--- src/rtl/fcs_pkg.sv ---
package fcs_pkg;

    typedef enum logic [2:0] {
        ST_IDLE,
        ST_WRITE1,
        ST_GAP,
        ST_SETTLE,
        ST_WRITE2,
        ST_COMPARE,
        ST_DONE
    } fcs_state_e;

endpackage

--- src/rtl/fcs_timer.sv ---
module fcs_timer #(
    parameter int LEN = 8000
) (
    input  logic clk,
    input  logic rst_n,
    input  logic load_i,
    output logic expire_o
);
    localparam int TW = (LEN > 1) ? $clog2(LEN + 1) : 1;

    logic          run_q;
    logic [TW-1:0] cnt_q;

    always_ff @(posedge clk or negedge rst_n) begin
        if (!rst_n) begin
            run_q <= 1'b0;
            cnt_q <= '0;
        end else if (load_i) begin
            run_q <= 1'b1;
            cnt_q <= TW'(LEN - 1);
        end else if (run_q) begin
            if (cnt_q == '0) begin
                run_q <= 1'b0;
            end else begin
                cnt_q <= cnt_q - 1'b1;
            end
        end
    end

    assign expire_o = run_q && (cnt_q == '0);

endmodule

--- src/rtl/fcs_serial.sv ---
module fcs_serial #(
    parameter int NBITS    = 8,
    parameter int HALF_CYC = 2
) (
    input  logic             clk,
    input  logic             rst_n,
    input  logic             go_i,
    input  logic [NBITS-1:0] data_i,
    input  logic             sdi_i,
    output logic             cs_o,
    output logic             sclk_o,
    output logic             sdo_o,
    output logic             fin_o,
    output logic [NBITS-1:0] rx_o
);
    // half-periods: lead-in low, then high/low per bit, last low is the tail
    localparam int NHALF = 2 * NBITS + 1;
    localparam int HW    = $clog2(NHALF + 1);
    localparam int CW    = (HALF_CYC > 1) ? $clog2(HALF_CYC) : 1;

    logic             active_q;
    logic [CW-1:0]    cnt_q;
    logic [HW-1:0]    half_q;
    logic [NBITS-1:0] tx_q;
    logic             half_end;

    assign half_end = (cnt_q == CW'(HALF_CYC - 1));

    always_ff @(posedge clk or negedge rst_n) begin
        if (!rst_n) begin
            active_q <= 1'b0;
            cs_o     <= 1'b1;
            sclk_o   <= 1'b0;
            cnt_q    <= '0;
            half_q   <= '0;
            tx_q     <= '0;
            rx_o     <= '0;
            fin_o    <= 1'b0;
        end else begin
            fin_o <= 1'b0;
            if (!active_q) begin
                if (go_i) begin
                    active_q <= 1'b1;
                    cs_o     <= 1'b0;
                    cnt_q    <= '0;
                    half_q   <= '0;
                    tx_q     <= data_i;
                end
            end else if (!half_end) begin
                cnt_q <= cnt_q + 1'b1;
            end else begin
                cnt_q  <= '0;
                half_q <= half_q + 1'b1;
                if (half_q == HW'(NHALF - 1)) begin
                    cs_o     <= 1'b1;
                    active_q <= 1'b0;
                    fin_o    <= 1'b1;
                end else if (!half_q[0]) begin
                    sclk_o <= 1'b1;
                    rx_o   <= {rx_o[NBITS-2:0], sdi_i};
                end else begin
                    sclk_o <= 1'b0;
                    tx_q   <= {tx_q[NBITS-2:0], 1'b0};
                end
            end
        end
    end

    assign sdo_o = tx_q[NBITS-1];

    assert_sdo_stable_R11: assert property (@(posedge clk) disable iff (!rst_n)
        (sclk_o && $past(sclk_o)) |-> $stable(sdo_o));

    assert_sclk_low_at_cs_edge_R5: assert property (@(posedge clk) disable iff (!rst_n)
        ($rose(cs_o) || $fell(cs_o)) |-> (!sclk_o && !$past(sclk_o)));

endmodule

--- src/rtl/fault_check_seq.sv ---
module fault_check_seq
    import fcs_pkg::*;
#(
    parameter int N_CH          = 8,
    parameter int CLK_DIV       = 2,
    parameter int SETTLE_CYCLES = 8000
) (
    input  logic            clk,
    input  logic            rst_n,
    input  logic            start_i,
    input  logic [N_CH-1:0] ctrl_i,
    input  logic            sdi_i,
    output logic            cs_o,
    output logic            sclk_o,
    output logic            sdo_o,
    output logic            busy_o,
    output logic            done_o,
    output logic [N_CH-1:0] short_o,
    output logic [N_CH-1:0] open_o
);
    fcs_state_e      state_q, state_d;
    logic [N_CH-1:0] tx_q;
    logic [N_CH-1:0] rx_w;
    logic [N_CH-1:0] short_d, open_d;
    logic [N_CH-1:0] shift_data;
    logic            go, load, fin, expire;

    fcs_serial #(.NBITS(N_CH), .HALF_CYC(CLK_DIV)) u_serial (
        .clk    (clk),
        .rst_n  (rst_n),
        .go_i   (go),
        .data_i (shift_data),
        .sdi_i  (sdi_i),
        .cs_o   (cs_o),
        .sclk_o (sclk_o),
        .sdo_o  (sdo_o),
        .fin_o  (fin),
        .rx_o   (rx_w)
    );

    fcs_timer #(.LEN(SETTLE_CYCLES)) u_timer (
        .clk      (clk),
        .rst_n    (rst_n),
        .load_i   (load),
        .expire_o (expire)
    );

    // next-state logic
    always_comb begin
        state_d = state_q;
        unique case (state_q)
            ST_IDLE:    if (start_i) state_d = ST_WRITE1;
            ST_WRITE1:  if (fin) state_d = ST_GAP;
            ST_GAP:     state_d = ST_SETTLE;
            ST_SETTLE:  if (expire) state_d = ST_WRITE2;
            ST_WRITE2:  if (fin) state_d = ST_COMPARE;
            ST_COMPARE: state_d = ST_DONE;
            ST_DONE:    state_d = ST_IDLE;
            default:    state_d = ST_IDLE;
        endcase
    end

    // state register
    always_ff @(posedge clk or negedge rst_n) begin
        if (!rst_n) state_q <= ST_IDLE;
        else        state_q <= state_d;
    end

    // outputs and strobes
    always_comb begin
        go         = 1'b0;
        load       = 1'b0;
        shift_data = tx_q;
        unique case (state_q)
            ST_IDLE: begin
                go         = start_i;
                shift_data = ctrl_i;
            end
            ST_GAP:    load = 1'b1;
            ST_SETTLE: go = expire;
            default:   ;
        endcase
        busy_o = (state_q != ST_IDLE);
        done_o = (state_q == ST_DONE);
    end

    // per-channel mismatch decode
    for (genvar g = 0; g < N_CH; g++) begin : g_cmp
        assign short_d[g] = ~tx_q[g] &  rx_w[g];
        assign open_d[g]  =  tx_q[g] & ~rx_w[g];
    end

    // data registers
    always_ff @(posedge clk or negedge rst_n) begin
        if (!rst_n) begin
            tx_q    <= '0;
            short_o <= '0;
            open_o  <= '0;
        end else begin
            if (state_q == ST_IDLE && start_i) tx_q <= ctrl_i;
            if (state_q == ST_COMPARE) begin
                short_o <= short_d;
                open_o  <= open_d;
            end
        end
    end

    // cycles with enable high, used by the settle-window check
    logic [31:0] hi_cnt_q;
    always_ff @(posedge clk or negedge rst_n) begin
        if (!rst_n)                       hi_cnt_q <= '0;
        else if (!cs_o)                   hi_cnt_q <= '0;
        else if (hi_cnt_q != '1)          hi_cnt_q <= hi_cnt_q + 1'b1;
    end

    assert_settle_window_R4: assert property (@(posedge clk) disable iff (!rst_n)
        ($fell(cs_o) && state_q == ST_WRITE2) |-> (hi_cnt_q >= 32'(SETTLE_CYCLES)));

    assert_done_single_R9: assert property (@(posedge clk) disable iff (!rst_n)
        done_o |=> (!done_o && !busy_o));

    assert_start_ignored_R10: assert property (@(posedge clk) disable iff (!rst_n)
        (busy_o && start_i) |=> $stable(tx_q));

    assert_flags_reset_R1: assert property (@(posedge clk) disable iff (!rst_n)
        (!busy_o && $past(!busy_o) && !$past(done_o)) |-> ($stable(short_o) && $stable(open_o)));

endmodule

--- config.mk ---
export PLATFORM = sky130hd
export DESIGN_NAME = fault_check_seq
export DESIGN_NICKNAME = d
export VERILOG_FILES = /design/src/rtl/fcs_pkg.sv /design/src/rtl/fcs_timer.sv /design/src/rtl/fcs_serial.sv /design/src/rtl/fault_check_seq.sv
export SDC_FILE = /design/constraint.sdc
export NUM_CORES = 1
export LEC_CHECK = 0
export BUFFER_PORTS_ARGS = -buffer_cell sky130_fd_sc_hd__buf_4
export CAP_MARGIN = 20
export CELL_PAD_IN_SITES_DETAIL_PLACEMENT = 1
export CELL_PAD_IN_SITES_GLOBAL_PLACEMENT = 1
export CORE_AREA = 2 2 80 140
export DETAILED_ROUTE_END_ITERATION = 16
export DIE_AREA = 0 0 82 142
export GPL_ROUTABILITY_DRIVEN = 0
export PLACE_DENSITY = 0.64
export SYNTH_ARGS = -nofsm -noshare
export SYNTH_HDL_FRONTEND = slang
export SYNTH_SLANG_ARGS = --single-unit
export TNS_END_PERCENT = 5
--- constraint.sdc ---
create_clock -name clk -period 7.11 [get_ports clk]
set_clock_uncertainty 0.1 [all_clocks]
set_input_delay 0.711 -clock clk [delete_from_list [all_inputs] [get_ports clk]]
set_output_delay 0.711 -clock clk [all_outputs]
set_load 0.1 [all_outputs]
==> metrics.yaml, run 1 <==
cp.required_ps: 7220
ys_seq_area_share_pct: 54.1
post-cts-setup-buffer-count: 0
seq_area_mm2: 0.00168
finalNetCount: 328
power_density_mw_per_mm2: 236
finalHoldViolations: 0
avgSynthCellArea_um2: 11.0
root_buffer: "clkbuf_16"
initial_core_util_pct: 29.5
busiest_layer: "met2"
drv_slew: 0
period_minus_slack_ps: 2850
ys_types: 42
period_share_pct: 40.1
io_buffers: 32
synth_top_cell_by_area: "dfrtp_1"
slowest_delay_ps: 540
cts_buffer_depth: 2
maxCapViolCount: 0
die_area_mm2: 0.0116
critical_path_arrival_ps: 2960
overflow: 0
path_depth: 7
cp_max_fo: 11
hpwl_mm: 5.00
hold_path.class: "input pin to async pin"
die-width_um: 82
cts_hold_buf: 0
r2r_cells: 7
grt_max_degree: 68
worst-path-buf-inv: 1
cts_resized: 0
finalPower_uw: 896
nFillCells: 1173
cellLeakagePower_nw: 1.59
synth_edf_count: 0
cp-end-kind: "flop"
numCtsBuffers: 9
syn_nets: 298
dr.pass1.iters: 4
io_pins: 33
cts.sinks: 67
synth.cell_area_mm2: 0.00310
cp_slowest_cell: "o31a_1"
critPathTopFamily: "simple AND/OR/NAND/NOR gates"
clk-insertion-delay-late_ps: 330
tightest_slew_ps: 978
max_freq_mhz: 351
clk_pin_slew_ps: 50
grt_pass1_vias: 2366
rsz0062_at_grt: "false"
ys_ff_latch: 67
yosysWarnings: 0
dpl-instance-area_mm2: 0.00345
synth_flop_cell: "dfrtp_1"
core_area_mm2: 0.0105
drc: 0
startpoint: "u_timer.cnt_q[0]"
use_met3_pct: 2.47
syn2layout_area_growth_pct: 22.0
ys_top_cells_by_area: "dfrtp_1 53%, mux2_2 5.8%, o21ai_0 4.7%, nand2_1 4.5%, nand2b_1 3.4%"
grtUsageTotal_pct: 13.3
stdcell_area_mm2: 0.00379
crit_chain: "inv_1 > ha_1 > or4b_1 > or2_0 > o31a_1 > nor2b_1 > a22o_1"
antenna_found_initial: 0
met2_usage_pct: 22.5
wire_per_inst_um: 15.5
fp.dieH_um: 142
synth_top_area_share_pct: 53.2
status: "complete, no violations"
drive_above_1_share_pct: 24.0
async_flop_share_pct: 100
cts_htree_levels: 3
cts_tree: "done"
synth_cells: 282
setup_viol: 0
crit_type: "flop to flop"
multi_input_area_mm2: 0.00135
finalSetupTns_ps: 0
reg2reg_from: "u_timer.cnt_q[0]"
viasPerCell: 4.90
drt-total-wl_mm: 6.92
num_antenna_cells: 0
ant_nets: 0
slew_headroom_pct: 34.6
setup.worst_path.start_class: "flop"
grt_first_pass_wirelength_mm: 11.6
via_count: 2189
max-vdd-ir-drop_uv: 117
drtIter0Drc: 106
use_met1_pct: 15.5
rows: 50
sequential cells by signal, indices dropped and copies added (netlist names):
name               flops
u_serial.fin_o         1
u_serial.sclk_o        1
state_q                3
u_timer.run_q          1
u_serial.half_q        5
u_serial.cnt_q         1
tx_q                   8
u_serial.tx_q          8
u_serial.rx_o          8
open_o                 8
u_serial.cs_o          1
u_timer.cnt_q         13
short_o                8
u_serial.active_q      1
worst register-to-register path, delay by kind of cell (launching register included):
family                   cells  cell delay (ps)
adder cells (fa/ha/maj)      1              150
AO/OA/AOI/OAI                2              830
flip-flops                   1              390
AND/OR/NAND/NOR              3             1140
buffers and inverters        1              130
power by group:
part / total (mW) / internal (mW) / switching (mW)
sequential: 0.385 / 0.383 / 0.00162
combinational: 0.0163 / 0.00609 / 0.0102
clock: 0.494 / 0.327 / 0.167
metal layers:
metal / vias up / share of wire (%)
li1: 1057 / -
met1: 1092 / 41
met2: 28 / 54
met3: 12 / 2.1
met4: 0 / 3.0
met5: - / 0
final cells by class:
| class | count | area share (%) |
|---|---|---|
| multi-input combinational | 195 | 35.5 |
| clock inverter | 5 | 2.21 |
| sequential | 67 | 44.3 |
| clock buffer | 11 | 6.67 |
| inverter | 7 | 0.694 |
| timing repair buffer | 32 | 6.34 |
| tap | 130 | 4.29 |
per-stage QoR:
step           hold slack [ps]  cells  setup WS (ps)  util [%]
3_3_place_gp               365    431           4360      32.8
5_1_grt                    407    447           4040      36.0
2_1_floorplan              315    282           3540         -
6_report                   376    447           4260      36.0
3_5_place_dp               377    431           4230      32.8
4_1_cts                    389    447           4220      36.0
synth_stat cells (3+ instances only):
cell type  number
mux2i_1        10
nor3b_1         3
nor3_1          3
o21ai_0        29
buf_2           3
xor2_1          3
nand3_1         4
inv_1           7
nor2_1         10
nand4_1         4
ha_1            4
xnor2_1         8
clkbuf_1        9
nor3_2          7
or3_1           3
dfrtp_1        66
a221o_1         7
a22o_1          3
mux2_2         16
nor4_1          5
nand2b_1       17
nand2_1        37
layout by cell type, fill, tap and decap left out, types with 2 or more instances in the layout:
master,n
nand2_1,37
bufinv_16,2
buf_4,32
nand3_1,4
a22o_1,3
nor3_2,8
xnor2_1,8
a21boi_0,2
nor3b_1,3
a221o_1,7
ha_1,4
or3_1,3
clkbuf_8,2
clkinvlp_4,2
nor3_1,2
xor2_1,3
nand4_1,4
nor2b_1,2
o211ai_1,2
mux2_2,16
nor4_1,5
dfrtp_1,66
o21ai_0,29
o31ai_1,2
inv_1,7
nor2_1,10
nand2b_1,17
clkbuf_16,9
mux2i_1,10
worst paths after layout:
path / slack (ps) / to
worst max-delay path: 4260 / u_serial.half_q[4]
worst min-delay path: 380 / u_timer.cnt_q[3]
worst max register to register: 4260 / u_serial.half_q[4]
worst min register to register: 380 / open_o[5]
max in group asynchronous: 5950 / tx_q[2]
min in group clk: 380 / open_o[5]
logic make-up (layout without fill, tap and decap cells):
kind of cell             count (synthesis)  count (layout)  share of synthesized area [%]
multiplexers                            26              26                           9.03
adder cells (fa/ha/maj)                  4               4                           1.61
AND/OR/NAND/NOR                        102             102                           18.2
AO/OA/AOI/OAI                           52              52                           11.2
XOR/XNOR                                11              11                           3.10
flip-flops                              67              67                           54.1
buffers and inverters                   20              55                           2.78
No activity file was read; power rests on OpenSTA's default activity.
==> run 2: changes to the inputs <==
Clock period 7.11 ns to 2.72 ns, I/O delays scaled along.
==> run 2 against run 1 <==
Compared with the run above:
- sequential power grew to 2.6 times the previous value
- sequential cell count stayed put
- fmax is 14% higher
- wire length is 0.26% lower
- die area stayed put
- register-to-register slack worse by 4000 ps
- design area is 0.79% higher
- the flow now finishes with violations (hold timing)
- first-iteration DRC count is 38% lower
- global-route usage is 0.16 points lower
- power is 150% higher
- critical path depth stayed put
- highest routed layer unchanged
==> metrics.yaml, run 2 (synthesis results as in run 1) <==
status: "finished with violations"  # was complete, no violations
failed_checks: "hold timing"
setup_slack_ps: 217  # was 4260 ps
max-vdd-ir-drop_uv: 391  # was 117 uV
nFillCells: 1166  # was 1,173
root_buffer: "clkbuf_16"  # unchanged
multi_input_area_mm2: 0.00135  # about the same
dpl-instance-area_mm2: 0.00351  # was 0.00345 mm2
power_density_mw_per_mm2: 584  # was 236 mW/mm2
crit_chain: "inv_1 > ha_1 > or4b_1 > or2_0 > o31a_1 > nor2b_1 > a22o_1"  # unchanged
drive_above_1_share_pct: 25.3  # was 24.0%
hold_path.class: "input pin to async pin"  # unchanged
stdcell_area_mm2: 0.00382  # was 0.00379 mm2
die-width_um: 82  # unchanged
clk-insertion-delay-late_ps: 330  # about the same
overflow: 0  # unchanged
tightest_slew_ps: 864  # was 978 ps
cts_buffer_depth: 2  # unchanged
clk_pin_slew_ps: 50  # about the same
rows: 50  # unchanged
period_minus_slack_ps: 2500  # was 2850 ps
viasPerCell: 4.92  # was 4.90
cp.required_ps: 2830  # was 7220 ps
period_share_pct: 92.0  # was 40.1%
drt-total-wl_mm: 6.91  # was 6.92 mm
io_buffers: 32  # unchanged
grtUsageTotal_pct: 13.2  # was 13.3%
grt_max_degree: 68  # unchanged
setup_viol: 0  # unchanged
r2r_cells: 7  # unchanged
hold_ws_ps: -52.6  # was 376 ps
grt_first_pass_wirelength_mm: 11.6  # about the same
drc: 0  # unchanged
slew_headroom_pct: 42.4  # was 34.6%
via_count: 2234  # was 2,189
finalPower_mw: 2.23  # was 896 uW
setup.worst_path.start_class: "flop"  # unchanged
num_antenna_cells: 0  # unchanged
syn2layout_area_growth_pct: 23.0  # was 22.0%
post-cts-setup-buffer-count: 0  # unchanged
regMostFlops: "u_timer.cnt_q"  # unchanged
maxCapViolCount: 0  # unchanged
cts.sinks: 67  # unchanged
cp_max_fo: 7  # was 11
final_cell_mix: "66 x dfrtp_1, 39 x buf_4, 37 x nand2_1"  # was 66 x dfrtp_1, 37 x nand2_1, 32 x buf_4
ff2ff_setup_slack_ps: 220  # was 4260 ps
seq_area_mm2: 0.00168  # unchanged
die_area_mm2: 0.0116  # unchanged
io_pins: 33  # unchanged
antenna_found_initial: 0  # unchanged
initial_core_util_pct: 29.5  # unchanged
startpoint: "u_timer.cnt_q[0]"  # unchanged
slowest_delay_ps: 520  # was 540 ps
drv_slew: 0  # unchanged
cts_htree_levels: 3  # unchanged
cp_slowest_cell: "or4b_1"  # was o31a_1
wire_per_inst_um: 15.2  # was 15.5 um
cts_tree: "done"  # unchanged
crit_type: "flop to flop"  # unchanged
preCtsSetupSlack_ps: 157  # was 4230 ps
dr.pass1.iters: 4  # unchanged
stdcell_count: 454  # was 447
reg2reg_from: "u_timer.cnt_q[0]"  # unchanged
hpwl_mm: 4.99  # was 5.00 mm
numCtsBuffers: 9  # unchanged
final_util_pct: 36.3  # was 36.0%
fp.dieH_um: 142  # unchanged
grt_pass1_vias: 2362  # was 2,366
finalHoldViolations: 56  # was 0
cts_hold_buf: 0  # unchanged
r2r_end: "u_serial.half_q[3]"  # was u_serial.half_q[4]
post-place-cells: 438  # was 431
largest_reg_flops: 13  # unchanged
final_common_cell: "dfrtp_1"  # unchanged
cellLeakagePower_nw: 1.62  # was 1.59 nW
drtIter0Drc: 66  # was 106
finalSetupTns_ps: 0  # unchanged
finalNetCount: 335  # was 328
max_freq_mhz: 400  # was 351 MHz
core_area_mm2: 0.0105  # unchanged
critical_path_arrival_ps: 2610  # was 2960 ps
rsz0062_at_grt: "false"  # unchanged
cp-end-kind: "flop"  # unchanged
ant_nets: 0  # unchanged
[run 2: cell count changes in the layout (fill, tap and decap cells not counted), sizes merged]
cell,delta
buf,+7
inv,-1
bufinv,-1
clkinvlp,-2
clkinv,+1
clkbuf,+3
[run 2: worst max path at each step]
stage	to	slack, ps	cells after the start
5_1_grt	u_serial.tx_q[4]	50	8
6_report	u_serial.half_q[3]	220	7
4_1_cts	u_serial.tx_q[4]	130	8
2_1_floorplan	u_serial.half_q[2]	350	8
3_3_place_gp	u_serial.half_q[3]	260	7
3_5_place_dp	u_serial.half_q[3]	160	7
[run 2: power by group]
| group | internal, mW | switching (mW) | leakage, nW | total (mW) |
|---|---|---|---|---|
| sequential | 1.00 | 0.00404 | 0.846 | 1.01 |
| combinational | 0.0157 | 0.0249 | 0.617 | 0.0406 |
| clock | 0.783 | 0.400 | 0.153 | 1.18 |
| total | 1.80 | 0.429 | 1.62 | 2.23 |
[run 2: routing by layer]
metal / GRT usage (%) / vias to the layer above / routed length, um
li1: - / 1077 / -
met5: 0 / - / 0
met1: 13.4 / 1113 / 2590
met4: 6.32 / 0 / 151
met3: 2.86 / 10 / 213
met2: 24.5 / 34 / 3950
[run 2: repair_timing]
item,4_1_cts,5_1_grt
resized for setup,0,0
endpoints found under the setup margin,0,1
hold endpoints to repair,0,0
[run 2: area by class of cell]
cell class                 instances  share of cell area, %
inverter                           7                  0.688
clock inverter                     2                  0.917
tap                              130                   4.26
multi-input combinational        195                   35.4
sequential                        67                   43.9
clock buffer                      14                   7.18
timing repair buffer              39                   7.67
[run 2: worst max-delay path: cells and delay by family, from the launching register on]
family / cells / cell delay [ps]
and+or+nand+nor: 3 / 1020
adders and majority gates: 1 / 160
AOI/OAI and AO/OA: 2 / 610
buffers and inverters: 1 / 120
DFF: 1 / 390
